File: src/rtl/win_alarm_pkg.sv
package win_alarm_pkg;

    // Position of a result relative to the two limits
    typedef enum logic [1:0] {
        ZONE_LOW  = 2'd0,
        ZONE_MID  = 2'd1,
        ZONE_HIGH = 2'd2
    } zone_e;

    typedef enum logic {
        MODE_COMP = 1'b0,
        MODE_INT  = 1'b1
    } alarm_mode_e;

    // Hysteresis state plus latched interrupt flag
    typedef struct packed {
        logic hyst;
        logic intr;
    } alarm_state_t;

    localparam int DEFAULT_DELAY_TICKS = 10;

    // Next thermostat state given the zone of the new result
    function automatic logic next_hyst(input zone_e z, input logic cur);
        case (z)
            ZONE_HIGH: next_hyst = 1'b1;
            ZONE_LOW:  next_hyst = 1'b0;
            default:   next_hyst = cur;
        endcase
    endfunction

endpackage

File: src/rtl/win_alarm_window.sv
module win_alarm_window
    import win_alarm_pkg::*;
#(
    parameter int DATA_W = 8
) (
    input  logic [DATA_W-1:0] sample,
    input  logic [DATA_W-1:0] lim_hi,
    input  logic [DATA_W-1:0] lim_lo,
    output zone_e             zone
);

    // Upper limit is tested first so overlapping limits resolve high
    always_comb begin
        if (sample >= lim_hi)      zone = ZONE_HIGH;
        else if (sample <= lim_lo) zone = ZONE_LOW;
        else                       zone = ZONE_MID;
    end

endmodule

File: src/rtl/win_alarm_delay.sv
module win_alarm_delay #(
    parameter int DATA_W      = 8,
    parameter int DELAY_TICKS = 10
) (
    input  logic              clk,
    input  logic              rst,
    input  logic              flush,
    input  logic              capture,
    input  logic [DATA_W-1:0] data_in,
    input  logic              tick,
    output logic              fire,
    output logic [DATA_W-1:0] data_out
);

    localparam int CNT_W = (DELAY_TICKS > 1) ? $clog2(DELAY_TICKS) : 1;
    localparam logic [CNT_W-1:0] LAST = CNT_W'(DELAY_TICKS - 1);

    logic             pend_q;
    logic [CNT_W-1:0] cnt_q;

    // The last tick of the window applies the held result
    assign fire = pend_q && tick && (cnt_q == LAST) && !capture && !flush;

    always_ff @(posedge clk) begin
        if (rst) begin
            pend_q   <= 1'b0;
            cnt_q    <= '0;
            data_out <= '0;
        end else if (flush) begin
            pend_q <= 1'b0;
            cnt_q  <= '0;
        end else if (capture) begin
            pend_q   <= 1'b1;
            cnt_q    <= '0;
            data_out <= data_in;
        end else if (pend_q && tick) begin
            if (cnt_q == LAST) begin
                pend_q <= 1'b0;
                cnt_q  <= '0;
            end else begin
                cnt_q <= cnt_q + 1'b1;
            end
        end
    end

endmodule

File: src/rtl/win_alarm_state.sv
module win_alarm_state
    import win_alarm_pkg::*;
(
    input  logic         clk,
    input  logic         rst,
    input  logic         clear_all,
    input  logic         freeze,
    input  logic         fire,
    input  zone_e        zone,
    input  logic         rd_clr,
    output alarm_state_t st
);

    logic nh;
    logic flip;

    assign nh   = next_hyst(zone, st.hyst);
    assign flip = fire && (nh != st.hyst);

    always_ff @(posedge clk) begin
        if (rst || clear_all) begin
            st <= '0;
        end else if (freeze) begin
            st.intr <= 1'b0;
        end else begin
            if (fire)        st.hyst <= nh;
            if (flip)        st.intr <= 1'b1;
            else if (rd_clr) st.intr <= 1'b0;
        end
    end

endmodule

File: src/rtl/win_alarm.sv
module win_alarm
    import win_alarm_pkg::*;
#(
    parameter int DATA_W      = 8,
    parameter int DELAY_TICKS = DEFAULT_DELAY_TICKS
) (
    input  logic              clk,
    input  logic              rst,
    input  logic              tick,
    input  logic              res_valid,
    input  logic [DATA_W-1:0] res_data,
    input  logic [DATA_W-1:0] lim_hi,
    input  logic [DATA_W-1:0] lim_lo,
    input  logic              mode_int,
    input  logic              pol_high,
    input  logic              rd_clr,
    input  logic              shutdown,
    input  logic              cfg_reset,
    output logic              alarm,
    output logic              od_pull_low
);

    logic              upd;
    logic [DATA_W-1:0] held;
    zone_e             zone;
    alarm_state_t      st;
    alarm_mode_e       mode;
    logic              hyst_q;
    logic              intr_q;

    win_alarm_delay #(
        .DATA_W      (DATA_W),
        .DELAY_TICKS (DELAY_TICKS)
    ) u_delay (
        .clk      (clk),
        .rst      (rst),
        .flush    (shutdown || cfg_reset),
        .capture  (res_valid),
        .data_in  (res_data),
        .tick     (tick),
        .fire     (upd),
        .data_out (held)
    );

    win_alarm_window #(
        .DATA_W (DATA_W)
    ) u_window (
        .sample (held),
        .lim_hi (lim_hi),
        .lim_lo (lim_lo),
        .zone   (zone)
    );

    win_alarm_state u_state (
        .clk       (clk),
        .rst       (rst),
        .clear_all (cfg_reset),
        .freeze    (shutdown),
        .fire      (upd),
        .zone      (zone),
        .rd_clr    (rd_clr),
        .st        (st)
    );

    assign hyst_q = st.hyst;
    assign intr_q = st.intr;
    assign mode   = alarm_mode_e'(mode_int);

    always_comb begin
        case (mode)
            MODE_INT: alarm = intr_q;
            default:  alarm = hyst_q;
        endcase
    end

    // Pin pulled low when the logical level differs from the polarity bit
    assign od_pull_low = alarm ^ pol_high;

endmodule

File: config.mk
export PLATFORM = sky130hd
export DESIGN_NAME = win_alarm
export DESIGN_NICKNAME = d
export VERILOG_FILES = /design/src/rtl/win_alarm_pkg.sv /design/src/rtl/win_alarm_window.sv /design/src/rtl/win_alarm_delay.sv /design/src/rtl/win_alarm_state.sv /design/src/rtl/win_alarm.sv
export SDC_FILE = /design/constraint.sdc
export NUM_CORES = 1
export LEC_CHECK = 0
export BUFFER_PORTS_ARGS = -buffer_cell sky130_fd_sc_hd__buf_2
export CORE_ASPECT_RATIO = 0.8
export CORE_MARGIN = 5
export CORE_UTILIZATION = 53
export CTS_CLUSTER_SIZE = 12
export DETAILED_ROUTE_END_ITERATION = 10
export GPL_TIMING_DRIVEN = 0
export PLACE_DENSITY = 0.83
export SLEW_MARGIN = 20
export SYNTH_ARGS = -nofsm -noshare
export SYNTH_HDL_FRONTEND = slang
export SYNTH_SLANG_ARGS = --single-unit
File: constraint.sdc
create_clock -name clk -period 4.7 [get_ports clk]
set_input_delay 0.235 -clock clk [delete_from_list [all_inputs] [get_ports clk]]
set_output_delay 0.235 -clock clk [all_outputs]
set_load 0.02 [all_outputs]
==> results of run 1 <==
cells in the final DEF (no fill, tap or decap), drive strengths merged:
cell and n:
nor2b 4, or4b 1, or3 1, inv 18
clkbuf 5, o211ai 1, nand3b 1, buf 34
and3 2, mux2i 1, or2 1, ha 16
nand2b 1, o41ai 1, dfxtp 15, a21oi 16
o21ai 6, a211oi 2, o21a 1, nand4 3
nor4 3, a21o 1, xor2 3, nor2 6
a221o 1, nand3 2, nor3 2, and4bb 1
and2 1, or3b 1, nand2 22
layout make-up:
| cell class | instances | area (um^2) |
|---|---|---|
| fill | 177 | 612 |
| sequential | 15 | 300 |
| inverter | 18 | 67.6 |
| clock buffer | 4 | 26.3 |
| tap | 24 | 30.0 |
| multi-input combinational | 101 | 676 |
| buffer | 2 | 15.0 |
| timing repair buffer | 33 | 165 |
cell families (layout without fill, tap and decap cells):
kind of cell	Yosys count	in the layout	synth area share (%)
simple gates	52	52	25.4
buf+inv	20	57	7.80
fa+ha+maj	16	16	18.9
mux	1	1	0.946
flops	15	15	28.4
xor+xnor	3	3	2.48
compound gates	29	29	16.1
state kept, by name, summed over array words and instances (netlist names):
| register | cells |
|---|---|
| u_delay.data_out | 8 |
| u_state.st | 2 |
| u_delay.cnt_q | 4 |
| u_delay.pend_q | 1 |
critical path, delay by kind of cell (launching register included):
family          cells  cell delay [ps]
flops               1              410
fa+ha+maj           1              280
simple gates        3              830
compound gates      2              390
metrics by stage:
stage                     hold slack (ps)  cell area [um^2]
final                                 144              1280
after global routing                  134              1280
after CTS                             143              1280
after global placement                440              1250
after floorplan                       368              1060
after detailed placement              446              1250
report_power, final:
| group | switching [uW] | internal [uW] | total, uW |
|---|---|---|---|
| clock | 40.0 | 33.0 | 73.0 |
| combinational | 22.5 | 22.4 | 44.8 |
| sequential | 2.54 | 130 | 132 |
| total | 65.0 | 185 | 250 |
layer usage:
layer  GRT usage [%]  wire, um  vias to the layer above  share of wire, %
li1                -         -                      544                 -
met1            21.7      1050                      466                42
met2            33.6      1220                       39                48
met3            4.96       223                        4               8.9
met4            5.54        27                        0               1.1
met5               0         0                        -                 0
final timing paths:
kind	slack, ps	cells past startpoint	start	to
max	2740	6	u_delay.data_out[6]	u_state.st[0]
min reg2reg	470	2	u_delay.data_out[0]	u_delay.data_out[0]
min	140	2	rst	u_delay.data_out[2]
max reg2reg	2740	6	u_delay.data_out[6]	u_state.st[0]
==> results by group, run 1 <==
CTS
  – Number of clock sinks: 15
  – Clock tree from TritonCTS: done
  – Buffer type at the clock tree root: sky130_fd_sc_hd__clkbuf_4
  – Clock edge transition at the registers on the reported setup and hold paths: 80 ps
  – Number of buffers inserted for hold repair after clock tree synthesis: 0
  – Maximum level of the CTS H-tree: 1
  – Clock latency on the worst-skew pair: 280 ps
  – Num CTS Buffers: 3
  – Cells resized by post-CTS repair: 0
  – Number of buffers between clock root and the deepest sink: 2
  – Total setup buffers inserted after CTS: 0

Placement
  – RD Place Congestion: 0.755
  – Post-detailed-placement half-perimeter wirelength: 2160 um
  – Pre-CTS setup slack: 2760 ps
  – Post-placement cell count: 193
  – I/O Buffers: 33

Yosys
  – Post-synthesis instance area: 1060 um^2
  – Unique cell type count in the Yosys netlist: 34
  – Share of flip-flops with an asynchronous set or reset after synthesis: 0%
  – Post-synth EDFFs: 0
  – Commonest cells post-synth: 22 x sky130_fd_sc_hd__nand2_1, 18 x sky130_fd_sc_hd__inv_1, 16 x sky130_fd_sc_hd__ha_1
  – Part of the Yosys area used for sequential elements: 28.4%
  – #FFs+latches synth: 15
  – Ys flop type: sky130_fd_sc_hd__dfxtp_1
  – Gate count after technology mapping: 136
  – Cell type with the largest total area after synthesis: sky130_fd_sc_hd__dfxtp_1
  – Most common cell in the netlist: sky130_fd_sc_hd__nand2_1
  – Post-synth top area share: 28.4%
  – Top cells by area, synth: sky130_fd_sc_hd__dfxtp_1 28%, sky130_fd_sc_hd__ha_1 19%, sky130_fd_sc_hd__nand2_1 7.8%
  – Mean cell area of the mapped netlist: 7.78 um^2
  – Yosys warnings: 0
  – Synth Net Count: 185

Setup path
  – Signal arrival time at the worst endpoint: 2190 ps
  – Delay of the slowest critical-path stage: 450 ps
  – Sort of element at the end of the critical path: register
  – Category of the worst setup path launch point: register
  – Classification of the worst setup path: reg2reg
  – Critical path data required time: 4930 ps
  – Cell at the slowest stage of the critical path: sky130_fd_sc_hd__or4b_1
  – Crit path cell chain: ha_1, a21o_1, a21oi_2, or4b_1, and4bb_1, or3_1
  – Max FO, Critical Path: 4

Pwr
  – Total power draw: 250 uW
  – Worst-case vdd ir drop: 0.000162 V
  – Ratio of total power to cell area: 195 nW/um^2
  – Leakage power figure: 0.000624 uW

Global routing
  – Global-route congestion overflow total: 0
  – Global-route total usage across every layer: 19.0%
  – Number of global-route vias before repair: 1062
  – Pin count of the biggest net entering global routing: 11
  – Initial antenna violation count: 0
  – First-pass GRT wire length: 4290 um

Detailed routing
  – Avg WL per Cell: 12.8 um
  – Detailed router's first-iteration violation count: 25
  – Remaining antenna violation count: 0
  – DRT Wirelength: 2520 um
  – Number of detailed-routing iterations run before antenna repair: 4
  – Residual DRC count: 0
  – Via-to-Cell Ratio: 5.35
  – Via count of the routed design: 1053

Final layout
  – Fin cells: 197
  – Count of nets after finishing: 223
  – Number of antenna cells inserted: 0
  – Utilization after layout: 67.7%
  – Share of cells above drive strength 1: 23.7%
  – Post-synthesis to final-layout area growth: 20.9%

Timing
  – Unrepaired setup endpoints after global routing: no
  – Number of max-slew violations in the final report: 0
  – Total setup violations reported at the end of the flow: 0
  – Setup skew after layout: 2.84 ps
  – Tightest Pin Transition: 335 ps
  – Setup TNS: 0 ps
  – Final-report hold violation count: 0
  – Post-route clock period utilization: 41.7%
  – Peak Freq: 511 MHz
  – Relative slew slack: 77.5%
  – Slack of the critical path: 2740 ps
  – Min Tclk post-route: 1960 ps

Die
  – Area of the die: 3000 um^2
  – FP Rows: 14
  – Core box area: 1890 um^2
  – Starting utilization of the core area: 56.0%
  – DIE HEIGHT: 50.0 um
  – Chip Width: 60.0 um
  – Ports: 35

Worst hold path
  – Hold Path Class: in2reg

Status
  – Status: finished, final reports clean

Run
  – Max_cap viols: 0
Note: power is estimated with default switching activity, not from simulation.
==> run 2: changes to the inputs <==
--- a/config.mk
+++ b/config.mk
@@ -8,11 +8,11 @@
 export BUFFER_PORTS_ARGS = -buffer_cell sky130_fd_sc_hd__buf_2
 export CORE_ASPECT_RATIO = 0.8
 export CORE_MARGIN = 5
-export CORE_UTILIZATION = 53
+export CORE_UTILIZATION = 49
 export CTS_CLUSTER_SIZE = 12
 export DETAILED_ROUTE_END_ITERATION = 10
 export GPL_TIMING_DRIVEN = 0
-export PLACE_DENSITY = 0.83
+export PLACE_DENSITY = 0.78
 export SLEW_MARGIN = 20
 export SYNTH_ARGS = -nofsm -noshare
 export SYNTH_HDL_FRONTEND = slang
==> constraint.sdc (replaced) <==
create_clock -name clk -period 1.9 [get_ports clk]
set_input_delay 0.095 -clock clk [delete_from_list [all_inputs] [get_ports clk]]
set_output_delay 0.095 -clock clk [all_outputs]
set_load 0.02 [all_outputs]
==> run 2 against run 1 <==
Against the previous run: via count grew 4.0%; sequential share of layout area fell by 0.89 points; sequential power increased by 150%; cell area is 5.7% higher; clock power grew to 2.5 times the previous value; critical path type unchanged; largest cell class unchanged; largest power group unchanged.
==> results by group, run 2 (synthesis gave the netlist of run 1 again) <==
Status
  – Status: finished, final reports clean

Setup path
  – Critical path data required time: 2140 ps (-2790 ps)
  – Category of the worst setup path launch point: register
  – Signal arrival time at the worst endpoint: 2100 ps (-90 ps)
  – R2r startpoint: u_delay.cnt_q[0]
  – Sort of element at the end of the critical path: register
  – Max FO, Critical Path: 5 (+1)
  – R2R depth: 5 (-1)
  – Classification of the worst setup path: reg2reg
  – FF-to-FF End: u_state.st[0]
  – Register-to-register setup slack: 40 ps (-2700 ps)

Timing
  – Tightest Pin Transition: 354 ps (+19.2 ps)
  – Final-report hold violation count: 0 (unchanged)
  – Worst hold margin: 36.5 ps (-107 ps)
  – Peak Freq: 538 MHz (+5.4%)
  – Total setup violations reported at the end of the flow: 0 (unchanged)
  – Setup skew after layout: 6.81 ps (+3.97 ps)
  – Post-route clock period utilization: 97.8% (+56 points)
  – Slack of the critical path: 41.5 ps (-2700 ps)
  – Number of max-slew violations in the final report: 0 (unchanged)
  – Setup TNS: 0 ps (unchanged)
  – Relative slew slack: 76.4% (-1.1 points)
  – Min Tclk post-route: 1860 ps (-99.5 ps)

Pwr
  – Share of total power in sequential cells: 51.6% (-1.2 points)
  – Worst-case vdd ir drop: 0.000396 V (+150%)
  – Ratio of total power to cell area: 468 nW/um^2 (+140%)
  – Leakage power figure: 0.000650 uW (+4.1%)
  – Total power draw: 633 uW (+150%)
  – Combinational power share: 19.1% (+1.2 points)
  – Clock group share of total power: 29.3% (about the same)
  – Net switching power: 173 uW (+170%)
  – P_int: 459 uW (+150%)
  – Switching Share: 27.4% (+1.4 points)

Placement
  – Post-Place Cell Area: 1250 um^2 (about the same)
  – Pre-CTS setup slack: -25.8 ps (-2780 ps)
  – RD Place Congestion: 0.838 (+11%)
  – I/O Buffers: 33 (unchanged)
  – Post-detailed-placement half-perimeter wirelength: 2180 um (+0.92%)

CTS
  – Num CTS Buffers: 3 (unchanged)
  – Clock latency on the worst-skew pair: 290 ps (about the same)
  – Number of buffers between clock root and the deepest sink: 2 (unchanged)
  – Clock tree from TritonCTS: done
  – Buffer type at the clock tree root: sky130_fd_sc_hd__clkbuf_4
  – Clock edge transition at the registers on the reported setup and hold paths: 90 ps (about the same)
  – Number of clock sinks: 15 (unchanged)
  – Maximum level of the CTS H-tree: 1 (unchanged)

Die
  – DIE HEIGHT: 51.6 um (+3.2%)
  – Area of the die: 3200 um^2 (+6.6%)
  – Starting utilization of the core area: 50.4% (-5.6 points)
  – Core box area: 2100 um^2 (+11%)
  – Ports: 35 (unchanged)
  – Chip Width: 62.0 um (+3.3%)
  – FP Rows: 15 (+1)

Final layout
  – Total of fill cells in the finished design: 211 (+19%)
  – Number of antenna cells inserted: 0 (unchanged)
  – Area of combinational cells with multiple inputs: 698 um^2 (+3.3%)
  – Count of nets after finishing: 228 (+2.2%)
  – Post-synthesis to final-layout area growth: 27.8%
  – Area taken by flip-flops and latches: 305 um^2 (+1.7%)
  – Max FFs per register: 8 (unchanged)
  – Highest-count cells in the layout ignoring fill and taps: 33 x sky130_fd_sc_hd__buf_2, 22 x sky130_fd_sc_hd__nand2_1, 18 x sky130_fd_sc_hd__inv_1
  – Most frequent standard cell in the layout excluding fill and tap cells: sky130_fd_sc_hd__buf_2
  – Final std cell area, no fill: 1350 um^2 (+5.7%)
  – Top Registers: u_delay.data_out (8), u_delay.cnt_q (4), u_state.st (2)
  – Largest register by flop count: u_delay.data_out
  – Share of cells above drive strength 1: 28.1% (+4.4 points)

Detailed routing
  – Remaining antenna violation count: 0 (unchanged)
  – Avg WL per Cell: 13.7 um (+7.0%)
  – Via count of the routed design: 1095 (+4.0%)
  – Number of detailed-routing iterations run before antenna repair: 4 (unchanged)
  – DRT Wirelength: 2770 um (+10%)
  – Detailed router's first-iteration violation count: 34 (+36%)
  – Via-to-Cell Ratio: 5.39 (+0.92%)
  – Residual DRC count: 0 (unchanged)

Worst hold path
  – Number of instances on the worst hold path: 3 (+1)
  – Hold Path Class: in2reg
  – Hold endpoint: u_delay.data_out[6]
  – Hold_sp: res_data[6]

Global routing
  – Global-route congestion overflow total: 0 (unchanged)
  – Number of global-route vias before repair: 1056 (-0.56%)
  – Pin count of the biggest net entering global routing: 10 (-1)
  – First-pass GRT wire length: 4170 um (-2.7%)
  – Initial antenna violation count: 0 (unchanged)
  – Global-route total usage across every layer: 17.2% (-1.7 points)

Run
  – Max_cap viols: 0 (unchanged)
run 2: how the worst max path moves through the flow:
stage / slack (ps) / to / start
floorplan: 160 / u_state.st[0] / u_delay.data_out[6]
global placement: 40 / u_state.st[0] / u_delay.data_out[6]
detailed placement: -30 / u_state.st[0] / u_delay.data_out[6]
CTS: 9 / u_state.st[0] / u_delay.data_out[6]
global route: -10 / u_state.st[0] / u_delay.data_out[6]
finish: 40 / u_state.st[0] / u_delay.cnt_q[0]
run 2: power groups by stage:
stage | clock, uW | sequential (uW) | combinational, uW
after detailed placement | 0 | 335 | 111
after floorplan | 0 | 331 | 61.6
after global routing | 209 | 327 | 137
after global placement | 0 | 334 | 104
final | 185 | 327 | 121
after CTS | 189 | 327 | 115
run 2: area by class of cell:
cell class                 instances  share of cell area [%]
timing repair buffer              38                    15.4
multi-input combinational        101                    51.6
buffer                             2                    1.11
tap                               25                    2.31
clock inverter                     1                   0.370
clock buffer                       3                    1.67
inverter                          18                    5.00
sequential                        15                    22.6
run 2: worst max-delay path, stage by stage, from the launching register on:
cell,delay [ps]
sky130_fd_sc_hd__dfxtp_1,410
sky130_fd_sc_hd__nand3_2,130
sky130_fd_sc_hd__or3b_4,420
sky130_fd_sc_hd__or4b_1,470
sky130_fd_sc_hd__and4bb_1,270
sky130_fd_sc_hd__or3_1,100
run 2: metal layers:
metal  global-route usage [%]  vias to the layer above  part of all wire, %
met2                     28.1                       32                   51
met4                     6.01                        0                  1.7
li1                         -                      555                    -
met5                        0                        -                    0
met3                     3.72                        7                  5.5
met1                     22.0                      501                   42
run 2: what timing repair did:
item                       in CTS  in global routing
pin swaps                       1                  3
setup buffers                   0                  3
hold endpoints to repair        7                  0
setup endpoints to repair       1                  1
hold buffers                    2                  0
gates resized for setup         1                  5
run 2: metrics by stage:
step,std cells,utilization [%]
2_1_floorplan,136,-
3_3_place_gp,194,59.7
3_5_place_dp,194,59.7
4_1_cts,200,62.0
5_1_grt,203,64.3
6_report,203,64.3
==> run 3: changes to the inputs <==
--- a/config.mk
+++ b/config.mk
@@ -5,14 +5,16 @@
 export SDC_FILE = /design/constraint.sdc
 export NUM_CORES = 1
 export LEC_CHECK = 0
+export ABC_AREA = 1
 export BUFFER_PORTS_ARGS = -buffer_cell sky130_fd_sc_hd__buf_2
 export CORE_ASPECT_RATIO = 0.8
 export CORE_MARGIN = 5
-export CORE_UTILIZATION = 49
+export CORE_UTILIZATION = 52
+export CTS_BUF_LIST = sky130_fd_sc_hd__clkbuf_2 sky130_fd_sc_hd__clkbuf_4 sky130_fd_sc_hd__clkbuf_8
 export CTS_CLUSTER_SIZE = 12
 export DETAILED_ROUTE_END_ITERATION = 10
 export GPL_TIMING_DRIVEN = 0
-export PLACE_DENSITY = 0.78
+export PLACE_DENSITY = 0.81
 export SLEW_MARGIN = 20
 export SYNTH_ARGS = -nofsm -noshare
 export SYNTH_HDL_FRONTEND = slang
==> run 3 against run 2 <==
Against the previous run: highest routed layer unchanged; total power grew 4.8%; flip-flop and latch count stayed put; cell count rose by 9.9%; routed wire length down 18%; die area shrank 1.4%; cell area down 1.3%; sequential power up 2%; register-to-register slack better by 370 ps; clock skew up 2.3 ps; synthesized area up 4.4%; worst hold slack lost 4.7 ps; combinational power increased by 12%.
==> results by group, run 3 <==
CTS
  – Clock edge transition at the registers on the reported setup and hold paths: 90 ps (about the same)
  – Maximum level of the CTS H-tree: 1 (unchanged)
  – Clock latency on the worst-skew pair: 280 ps (about the same)
  – Total setup buffers inserted after CTS: 0 (unchanged)
  – Number of buffers inserted for hold repair after clock tree synthesis: 0 (-2)
  – Buffer type at the clock tree root: sky130_fd_sc_hd__clkbuf_4
  – Clock tree from TritonCTS: done
  – Number of buffers between clock root and the deepest sink: 2 (unchanged)
  – Num CTS Buffers: 3 (unchanged)
  – Cells resized by post-CTS repair: 0 (-1)
  – Number of clock sinks: 15 (unchanged)

Yosys
  – Main combinational cell family by area after synthesis: simple AND/OR/NAND/NOR gates
  – Synthesized-area fraction occupied by adder cells: 18.1% (-0.79 points)
  – Post-synth top area share: 27.2% (-1.2 points)
  – Synth Net Count: 210 (+14%)
  – Cell type with the largest total area after synthesis: sky130_fd_sc_hd__dfxtp_1
  – Top cells by area, synth: sky130_fd_sc_hd__dfxtp_1 27%, sky130_fd_sc_hd__ha_1 18%, sky130_fd_sc_hd__inv_1 9.9%
  – Mean cell area of the mapped netlist: 6.86 um^2 (-12%)
  – Unique cell type count in the Yosys netlist: 23 (-32%)
  – Post-synthesis simple-gate area fraction: 30.9% (+5.5 points)
  – Share of flip-flops with an asynchronous set or reset after synthesis: 0% (unchanged)
  – Mux contribution to synthesized area: 0% (-0.95 points)
  – Yosys warnings: 0 (unchanged)
  – Area fraction in compound gates after synthesis: 10.3% (-5.8 points)
  – Commonest cells post-synth: 29 x sky130_fd_sc_hd__inv_1, 29 x sky130_fd_sc_hd__nand2_1, 23 x sky130_fd_sc_hd__nor2_1
  – Post-synthesis instance area: 1100 um^2 (+4.4%)
  – Gate count after technology mapping: 161 (+18%)
  – Ys flop type: sky130_fd_sc_hd__dfxtp_1
  – Part of the Yosys area used for sequential elements: 27.2% (-1.2 points)
  – #FFs+latches synth: 15 (unchanged)
  – Post-synth EDFFs: 0 (unchanged)
  – Area share of xor/xnor cells in the synthesized design: 1.59% (-0.90 points)

Global routing
  – Global-route total usage across every layer: 15.1% (-2.1 points)
  – Initial antenna violation count: 0 (unchanged)
  – Number of global-route vias before repair: 939 (-11%)
  – Global-route congestion overflow total: 0 (unchanged)
  – Pin count of the biggest net entering global routing: 11 (+1)
  – First-pass GRT wire length: 3660 um (-12%)

Detailed routing
  – Detailed router's first-iteration violation count: 26 (-24%)
  – Residual DRC count: 0 (unchanged)
  – Number of detailed-routing iterations run before antenna repair: 4 (unchanged)
  – Via-to-Cell Ratio: 4.75 (-12%)
  – Avg WL per Cell: 10.2 um (-25%)
  – DRT Wirelength: 2280 um (-18%)
  – Via count of the routed design: 1060 (-3.2%)
  – Remaining antenna violation count: 0 (unchanged)

Timing
  – Final-report hold violation count: 0 (unchanged)
  – Worst hold margin: 31.8 ps (-4.66 ps)
  – Relative slew slack: 84.4% (+8.0 points)
  – Peak Freq: 670 MHz (+25%)
  – Total setup violations reported at the end of the flow: 0 (unchanged)
  – Unrepaired setup endpoints after global routing: no
  – Tightest Pin Transition: 234 ps (-120 ps)
  – Number of max-slew violations in the final report: 0 (unchanged)
  – Post-route clock period utilization: 78.5% (-19 points)
  – Setup TNS: 0 ps (unchanged)
  – Min Tclk post-route: 1490 ps (-366 ps)
  – Setup skew after layout: 9.08 ps (+2.27 ps)

Placement
  – Post-detailed-placement half-perimeter wirelength: 2020 um (-7.1%)
  – RD Place Congestion: 0.783 (-6.5%)
  – Post-Place Cell Area: 1310 um^2 (+4.0%)
  – I/O Buffers: 34 (+3.0%)

Setup path
  – Signal arrival time at the worst endpoint: 1710 ps (-390 ps)
  – Max FO, Critical Path: 3 (-2)
  – Category of the worst setup path launch point: register
  – Critical path data required time: 2110 ps (-30 ps)
  – Cell at the slowest stage of the critical path: sky130_fd_sc_hd__dfxtp_1
  – Sort of element at the end of the critical path: register
  – Crit path cell chain: ha_1, nand2_1, a21oi_1, nand2b_1, a21oi_1, nand2_1, nand2_1, nand2_2, a21oi_2
  – Delay of the slowest critical-path stage: 410 ps (-60 ps)
  – Classification of the worst setup path: reg2reg
  – Kind of cell with the highest combined delay on the critical path: simple AND/OR/NAND/NOR gates
  – Number of buffer and inverter instances along the worst setup path: 0 (unchanged)
  – Top cell by count, worst path: sky130_fd_sc_hd__nand2_1

Final layout
  – Final std cell area, no fill: 1340 um^2 (-1.3%)
  – Post-synthesis to final-layout area growth: 20.8%
  – Share of cells above drive strength 1: 27.1% (-0.95 points)
  – Highest-count cells in the layout ignoring fill and taps: 34 x sky130_fd_sc_hd__buf_2, 29 x sky130_fd_sc_hd__inv_1, 29 x sky130_fd_sc_hd__nand2_1
  – Largest register by flop count: u_delay.data_out
  – Top Registers: u_delay.data_out (8), u_delay.cnt_q (4), u_state.st (2)
  – Number of antenna cells inserted: 0 (unchanged)
  – Max FFs per register: 8 (unchanged)
  – Most frequent standard cell in the layout excluding fill and tap cells: sky130_fd_sc_hd__buf_2
  – Count of nets after finishing: 249 (+9.2%)

Die
  – Area of the die: 3150 um^2 (-1.4%)
  – Chip Width: 61.5 um (-0.69%)
  – Core box area: 1940 um^2 (-7.5%)
  – FP Rows: 14 (-1)
  – DIE HEIGHT: 51.2 um (-0.67%)
  – Starting utilization of the core area: 56.8% (+6.5 points)
  – Ports: 35 (unchanged)

Status
  – Status: finished, final reports clean

Pwr
  – Worst-case vdd ir drop: 0.000474 V (+20%)
  – Ratio of total power to cell area: 497 nW/um^2 (+6.2%)
  – Total power draw: 663 uW (+4.8%)
  – Leakage power figure: 0.000769 uW (+18%)

Worst hold path
  – Hold Path Class: in2reg

Run
  – Max_cap viols: 0 (unchanged)
==> run 3: cell type report <==
cell class,instances,area (um^2)
clock buffers,4,30.0
fillers,186,609
inverters,35,131
multi-input cells,111,673
flip-flops and latches,15,300
well taps,24,30.0
repair buffers,34,170
==> run 3: per-stage QoR <==
stage	worst slack, ps	util [%]	instances
2_1_floorplan	608	-	161
3_3_place_gp	496	67.1	219
3_5_place_dp	424	67.1	219
4_1_cts	406	68.7	223
5_1_grt	319	68.7	223
6_report	408	68.7	223
==> run 3: final timing paths <==
| check | from | end | slack (ps) | cells after the start |
|---|---|---|---|---|
| min reg2reg | u_state.st[0] | u_state.st[0] | 480 | 2 |
| max | u_delay.data_out[7] | u_state.st[0] | 410 | 9 |
| max reg2reg | u_delay.data_out[7] | u_state.st[0] | 410 | 9 |
| min | res_data[6] | u_delay.data_out[6] | 30 | 3 |
==> run 3: power breakdown <==
part / internal [uW] / switching, uW / total, uW / leakage [uW]
logic: 62.5 / 73.4 / 136 / 0.000629
clock network: 95.6 / 99.7 / 195 / 0.0000184
registers: 324 / 8.31 / 332 / 0.000122
==> run 3: routing by layer <==
layer	up-vias	wire, um	global-route usage (%)	share of wire (%)
li1	579	-	-	-
met1	465	995	19.0	44
met2	14	1180	27.5	52
met3	2	93	1.51	4.1
met4	0	10	3.18	0.44
met5	-	0	0	0
==> run 3: cell families (layout without fill, tap and decap cells) <==
logic type	count (synthesis)	in the layout
adder cells (fa/ha/maj)	16	16
XOR/XNOR	2	2
AO/OA/AOI/OAI	21	21
flip-flops	15	15
AND/OR/NAND/NOR	72	72
buffers and inverters	35	73
==> run 3: worst reg2reg max path, cell delays in order (launching register included) <==
cell and delay (ps):
sky130_fd_sc_hd__dfxtp_1 410, sky130_fd_sc_hd__ha_1 270, sky130_fd_sc_hd__nand2_1 100, sky130_fd_sc_hd__a21oi_1 60
sky130_fd_sc_hd__nand2b_1 150, sky130_fd_sc_hd__a21oi_1 150, sky130_fd_sc_hd__nand2_1 70, sky130_fd_sc_hd__nand2_1 70
sky130_fd_sc_hd__nand2_2 50, sky130_fd_sc_hd__a21oi_2 90
